[src/rtl/tick_timer_pkg.sv]
`timescale 1ns/1ps
package tick_timer_pkg;
   typedef enum logic [1:0] {
      REG_COUNT = 2'd0,
      REG_MATCH = 2'd1,
      REG_MASK  = 2'd2,
      REG_FLAG  = 2'd3
   } reg_sel_e;

   localparam int SRC_CMP = 0;
   localparam int SRC_OVF = 1;
   localparam int NSRC    = 2;

   // bit position of an interrupt source inside the mask and flag registers
   function automatic int src_pos(input int src, input int cmp_bit, input int ovf_bit);
      return (src == SRC_CMP) ? cmp_bit : ovf_bit;
   endfunction
endpackage

[src/rtl/tt_counter.sv]
`timescale 1ns/1ps
module tt_counter #(
   parameter int CNT_W = 8
) (
   input  logic             clk,
   input  logic             rst_n,
   input  logic             tick_en,
   input  logic             load,
   input  logic [CNT_W-1:0] load_val,
   input  logic [CNT_W-1:0] cmp_val,
   output logic [CNT_W-1:0] cnt_q,
   output logic             cmp_evt,
   output logic             ovf_evt
);
   localparam logic [CNT_W-1:0] CNT_TOP = '1;

   logic blk_q;   // compare masked until the next tick after a load
   logic adv;

   assign adv     = tick_en && !load;
   assign cmp_evt = adv && !blk_q && (cnt_q == cmp_val);
   assign ovf_evt = adv && (cnt_q == CNT_TOP);

   always_ff @(posedge clk) begin
      if (!rst_n) begin
         cnt_q <= '0;
         blk_q <= 1'b0;
      end else if (load) begin
         cnt_q <= load_val;
         blk_q <= 1'b1;
      end else if (tick_en) begin
         cnt_q <= cnt_q + 1'b1;
         blk_q <= 1'b0;
      end
   end
endmodule

[src/rtl/tt_flag.sv]
`timescale 1ns/1ps
module tt_flag (
   input  logic clk,
   input  logic rst_n,
   input  logic set_i,
   input  logic w1c_i,
   input  logic ack_i,
   output logic q
);
   always_ff @(posedge clk) begin
      if (!rst_n)
         q <= 1'b0;
      else if (set_i)
         q <= 1'b1;
      else if (w1c_i || ack_i)
         q <= 1'b0;
   end
endmodule

[src/rtl/tt_regs.sv]
`timescale 1ns/1ps
module tt_regs
   import tick_timer_pkg::*;
#(
   parameter int CNT_W   = 8,
   parameter int ADDR_W  = 2,
   parameter int CMP_BIT = 7,
   parameter int OVF_BIT = 6
) (
   input  logic              clk,
   input  logic              rst_n,
   input  logic [ADDR_W-1:0] bus_addr,
   input  logic [CNT_W-1:0]  bus_wdata,
   input  logic              bus_we,
   input  logic [CNT_W-1:0]  cnt_q,
   input  logic [NSRC-1:0]   flag_q,
   output logic              cnt_load,
   output logic [CNT_W-1:0]  cmp_val,
   output logic [NSRC-1:0]   mask_q,
   output logic [NSRC-1:0]   flag_w1c,
   output logic [CNT_W-1:0]  bus_rdata
);
   localparam logic [ADDR_W-1:0] A_CNT  = ADDR_W'(REG_COUNT);
   localparam logic [ADDR_W-1:0] A_CMP  = ADDR_W'(REG_MATCH);
   localparam logic [ADDR_W-1:0] A_MASK = ADDR_W'(REG_MASK);
   localparam logic [ADDR_W-1:0] A_FLAG = ADDR_W'(REG_FLAG);

   logic cmp_wr, mask_wr, flag_wr;
   logic [CNT_W-1:0] mask_view, flag_view;

   assign cnt_load = bus_we && (bus_addr == A_CNT);
   assign cmp_wr   = bus_we && (bus_addr == A_CMP);
   assign mask_wr  = bus_we && (bus_addr == A_MASK);
   assign flag_wr  = bus_we && (bus_addr == A_FLAG);

   always_ff @(posedge clk) begin
      if (!rst_n)
         cmp_val <= '0;
      else if (cmp_wr)
         cmp_val <= bus_wdata;
   end

   for (genvar s = 0; s < NSRC; s++) begin : g_src
      localparam int P = src_pos(s, CMP_BIT, OVF_BIT);

      assign flag_w1c[s] = flag_wr && bus_wdata[P];

      always_ff @(posedge clk) begin
         if (!rst_n)
            mask_q[s] <= 1'b0;
         else if (mask_wr)
            mask_q[s] <= bus_wdata[P];
      end
   end

   always_comb begin
      mask_view = '0;
      flag_view = '0;
      for (int s = 0; s < NSRC; s++) begin
         mask_view[src_pos(s, CMP_BIT, OVF_BIT)] = mask_q[s];
         flag_view[src_pos(s, CMP_BIT, OVF_BIT)] = flag_q[s];
      end
   end

   always_comb begin
      unique case (bus_addr)
         A_CNT:   bus_rdata = cnt_q;
         A_CMP:   bus_rdata = cmp_val;
         A_MASK:  bus_rdata = mask_view;
         A_FLAG:  bus_rdata = flag_view;
         default: bus_rdata = '0;
      endcase
   end
endmodule

[src/rtl/tick_timer_cmp.sv]
`timescale 1ns/1ps
module tick_timer_cmp
   import tick_timer_pkg::*;
#(
   parameter int CNT_W   = 8,
   parameter int ADDR_W  = 2,
   parameter int CMP_BIT = 7,
   parameter int OVF_BIT = 6,
   parameter bit WAVE_EN = 1'b1
) (
   input  logic              clk,
   input  logic              rst_n,
   input  logic              tick_en,
   input  logic [ADDR_W-1:0] bus_addr,
   input  logic [CNT_W-1:0]  bus_wdata,
   input  logic              bus_we,
   output logic [CNT_W-1:0]  bus_rdata,
   input  logic              glb_irq_en,
   input  logic              cmp_ack,
   input  logic              ovf_ack,
   output logic              cmp_irq,
   output logic              ovf_irq,
   output logic              wave_out
);
   if (CNT_W < 2) begin : g_bad_width
      $error("tick_timer_cmp: CNT_W must be at least 2");
   end
   if (ADDR_W < 2) begin : g_bad_addr
      $error("tick_timer_cmp: ADDR_W must be at least 2");
   end
   if (CMP_BIT >= CNT_W || OVF_BIT >= CNT_W || CMP_BIT < 0 || OVF_BIT < 0
       || CMP_BIT == OVF_BIT) begin : g_bad_bits
      $error("tick_timer_cmp: flag bit positions invalid");
   end

   logic [CNT_W-1:0] cnt_q, cmp_val;
   logic             cnt_load, cmp_evt, ovf_evt;
   logic [NSRC-1:0]  flag_q, mask_q, flag_w1c, evt_v, ack_v, irq_v;

   tt_regs #(
      .CNT_W(CNT_W), .ADDR_W(ADDR_W), .CMP_BIT(CMP_BIT), .OVF_BIT(OVF_BIT)
   ) u_regs (
      .clk(clk), .rst_n(rst_n),
      .bus_addr(bus_addr), .bus_wdata(bus_wdata), .bus_we(bus_we),
      .cnt_q(cnt_q), .flag_q(flag_q),
      .cnt_load(cnt_load), .cmp_val(cmp_val), .mask_q(mask_q),
      .flag_w1c(flag_w1c), .bus_rdata(bus_rdata)
   );

   tt_counter #(.CNT_W(CNT_W)) u_cnt (
      .clk(clk), .rst_n(rst_n), .tick_en(tick_en),
      .load(cnt_load), .load_val(bus_wdata), .cmp_val(cmp_val),
      .cnt_q(cnt_q), .cmp_evt(cmp_evt), .ovf_evt(ovf_evt)
   );

   assign evt_v[SRC_CMP] = cmp_evt;
   assign evt_v[SRC_OVF] = ovf_evt;
   assign ack_v[SRC_CMP] = cmp_ack;
   assign ack_v[SRC_OVF] = ovf_ack;

   for (genvar s = 0; s < NSRC; s++) begin : g_flag
      tt_flag u_flag (
         .clk(clk), .rst_n(rst_n),
         .set_i(evt_v[s]), .w1c_i(flag_w1c[s]), .ack_i(ack_v[s]),
         .q(flag_q[s])
      );
      assign irq_v[s] = glb_irq_en && mask_q[s] && flag_q[s];
   end

   assign cmp_irq = irq_v[SRC_CMP];
   assign ovf_irq = irq_v[SRC_OVF];

   if (WAVE_EN) begin : g_wave
      logic wave_q;
      always_ff @(posedge clk) begin
         if (!rst_n)
            wave_q <= 1'b0;
         else if (cmp_evt)
            wave_q <= ~wave_q;
      end
      assign wave_out = wave_q;
   end else begin : g_no_wave
      assign wave_out = 1'b0;
   end
endmodule

[config.mk]
export PLATFORM = sky130hd
export DESIGN_NAME = tick_timer_cmp
export DESIGN_NICKNAME = d
export VERILOG_FILES = /design/src/rtl/tick_timer_pkg.sv /design/src/rtl/tt_counter.sv /design/src/rtl/tt_flag.sv /design/src/rtl/tt_regs.sv /design/src/rtl/tick_timer_cmp.sv
export SDC_FILE = /design/constraint.sdc
export NUM_CORES = 1
export LEC_CHECK = 0
export BUFFER_PORTS_ARGS = -buffer_cell sky130_fd_sc_hd__buf_4
export CAP_MARGIN = 10
export CORE_MARGIN = 5
export CORE_UTILIZATION = 57
export CTS_CLUSTER_SIZE = 24
export DETAILED_ROUTE_END_ITERATION = 8
export GPL_ROUTABILITY_DRIVEN = 1
export PLACE_DENSITY = 0.94
export SETUP_SLACK_MARGIN = 0.15
export SLEW_MARGIN = 20
export SYNTH_ARGS = -nofsm -noshare
export SYNTH_HDL_FRONTEND = slang
export SYNTH_HIERARCHICAL = 1
export SYNTH_SLANG_ARGS = --single-unit
[constraint.sdc]
create_clock -name clk -period 2.65 [get_ports clk]
set_input_delay 0.53 -clock clk [delete_from_list [all_inputs] [get_ports clk]]
set_output_delay 0.53 -clock clk [all_outputs]
set_load 0.01 [all_outputs]
==> run summary <==
GRT Util Overall: 19.5%
Share of final-layout standard cells stronger than drive strength 1: 22.4%
Clock tree from TritonCTS: yes
Path category of the worst min-delay check: in -> reg
Antenna Cells: 0
Hold slack final: 0.449 ns
Global-route wire length before repair: 5280 um
Synth Register Bits: 22
Layout overhead on the synthesized area: 17.2%
Clock root buffer: sky130_fd_sc_hd__clkbuf_4
Final Skew: 0.00578 ns
Setup slack, reg-to-reg: 1.08 ns
Number of endpoints with negative hold slack in the final report: 0
Logic depth of the worst register-to-register path: 5
Clock slew at reported path FFs: 0.13 ns
Remaining global-route overflow: 0
Final worst path period share: 74.1%
Area of the core: 0.00219 mm^2
Commonest non-fill, non-tap cells in the layout: 28 x sky130_fd_sc_hd__buf_4, 22 x sky130_fd_sc_hd__dfxtp_1, 22 x sky130_fd_sc_hd__nand2_1
Max Fclk: 0.509 GHz
Maximum number of pins on one net before global-route repair: 33
Proportion of register bits with asynchronous set or reset after synthesis: 0%
Transition time of the tightest slew-check pin: 0.542 ns
Endpoint of the lowest-slack register-to-register path: wave_out
Hold Path Cell Cnt: 2
Number of enable-type register cells in the synthesized netlist: 0
Routed WL per cell: 16.0 um
Critical Path Source Type: input pin
Layout Cells excl Fill: 193
Number of antenna violations at the first check in global routing: 0
Number of global-route vias before repair: 1185
Required time at the endpoint of the critical path: 2.12 ns
VDD IR max: 298 uV
Start point of the critical path: bus_addr[1]
Register area share after synthesis: 33.8%
Flip-flop cell with the highest count after synthesis: sky130_fd_sc_hd__dfxtp_1
Total Die Area: 0.00334 mm^2
Clock sink count: 22
Number of instances in the synthesized netlist: 143
Maxcap violations: 0
Number of I/O port buffers: 27
Average cell area after synthesis: 9.11 um^2
Most frequent standard cell in the layout excluding fill and tap cells: sky130_fd_sc_hd__buf_4
Post-detailed-route DRC marker count: 0
Tightest slew margin relative to the limit: 63.9%
Detailed-router iteration count before antenna repair: 4
Arrival time reported for the critical path endpoint: 1.43 ns
R2R Path Start: u_cnt/cnt_q[2]
Unique masters post-synth: 40
Critical-path maximum fanout: 13
Cts hold-fix bufs: 0
H-Tree Depth: 1
P per Cell Area: 450 mW/mm^2
Number of max-slew violations in the final report: 0
Post-synth top area cell: sky130_fd_sc_hd__dfxtp_1
Starting DRT DRC Count: 39
Final net count: 184
Fillcell total: 171
Post-Syn Nets: 161
Run status: finished clean
Clock network latency to the later pin of the worst-skew pair: 0.30 ns
Critical Path End: bus_rdata[6]
Fraction of post-synthesis cell area in the top cell type by area: 33.8%
Cells resized by post-CTS repair: 0
Area contributors post-synth: sky130_fd_sc_hd__dfxtp_1 34%, sky130_fd_sc_hd__mux2i_1 13%, sky130_fd_sc_hd__xnor2_1 6.7%
Routed vias/inst: 5.93
Drt total wl: 3090 um
Via count: 1145
Detailed-placement wirelength estimate: 2320 um
Initial Utilization: 59.5%
Final worst path period need: 1.96 ns
RSZ-0062 raised after global routing: no
DIE WIDTH: 57.8 um
Antenna Violating Nets Remaining: 0
Number of top-level pins: 28
Die Span Y: 57.8 um
Start-to-end type of the worst setup path: in -> out
Row cnt: 17
CTS max path bufs: 2
Number of buffers inserted during clock tree synthesis: 3
Placed cell count: 189
Post-CTS setup-driven buffer insertion count: 0
Setup TNS after final layout: 0 ns
Number of setup violations in the final report: 0
Cell area after technology mapping: 0.00130 mm^2
Total number of yosys warnings: 6
P_leak: 0.660 nW
Routability cong.: 0.913
Crit path capture type: output pin
## Yosys cell counts, drive strengths merged, types with 2 or more instances
cell type,n
dfxtp,22
nand2,22
mux2i,17
xnor2,10
buf,8
nor2,7
o21ai,6
nand3,5
nand4,4
nor3b,4
and2,3
o211a,3
xor2,3
a21oi,2
and3,2
and4,2
clkbuf,2
mux4,2
nand2b,2
o21a,2
or3,2
## logic make-up (layout without fill, tap and decap cells)
logic type,count (synthesis),in the layout,synth area share (%)
adders and majority gates,1,1,0.960
muxes,19,19,16.8
buffers and inverters,11,33,4.71
xor gates and xnor gates,13,13,8.74
and+or+nand+nor,60,60,26.1
AOI/OAI and AO/OA,17,17,8.84
DFF,22,22,33.8
## worst min path at each step
stage,slack (ns),start,end
global placement,0.47,u_regs/mask_q[0],u_regs/mask_q[0]
finish,0.45,bus_wdata[1],u_cnt/cnt_q[1]
CTS,0.44,bus_wdata[0],u_cnt/cnt_q[0]
floorplan,0.44,u_regs/mask_q[1],u_regs/mask_q[1]
detailed placement,0.48,u_cnt/blk_q,u_cnt/blk_q
global route,0.43,bus_wdata[0],u_cnt/cnt_q[0]
## area by class of cell
class	instances	area [um^2]	area share, %
Tap cell	28	35.0	2.30
Clock buffer	4	36.3	2.38
Sequential cell	22	440	28.9
Multi-Input combinational cell	110	801	52.5
Timing Repair Buffer	28	210	13.8
Inverter	1	3.75	0.246
## stage by stage
step	utilization [%]	worst slack (ns)	total power, mW	area (um^2)
2_1_floorplan	-	0.904	0.458	1300
3_3_place_gp	68.0	0.738	0.501	1490
3_5_place_dp	68.0	0.692	0.508	1490
4_1_cts	69.7	0.692	0.691	1530
5_1_grt	69.7	0.659	0.724	1530
6_report	69.7	0.686	0.687	1530
## worst max-delay path, cell delays in order
cell	delay (ns)
sky130_fd_sc_hd__buf_4	0.16
sky130_fd_sc_hd__mux4_1	0.58
sky130_fd_sc_hd__buf_4	0.16
## power by group
group	internal (mW)	switching, mW
logic	0.0678	0.0611
registers	0.348	0.0243
clock network	0.0838	0.102
## routing by layer
metal	vias up	part of all wire (%)	global-route usage, %
li1	549	-	-
met1	539	42	24.4
met2	53	50	33.1
met3	4	7.4	4.01
met4	0	0.71	6.95
met5	-	0	0
## registers in the layout, indices dropped and copies added, names as in the netlist
name,count
u_cnt/blk_q,1
wave_out,1
u_regs/mask_q,2
u_regs/cmp_val,8
g_flag.u_flag/q,2
u_cnt/cnt_q,8
No activity file was read; power rests on OpenSTA's default activity.
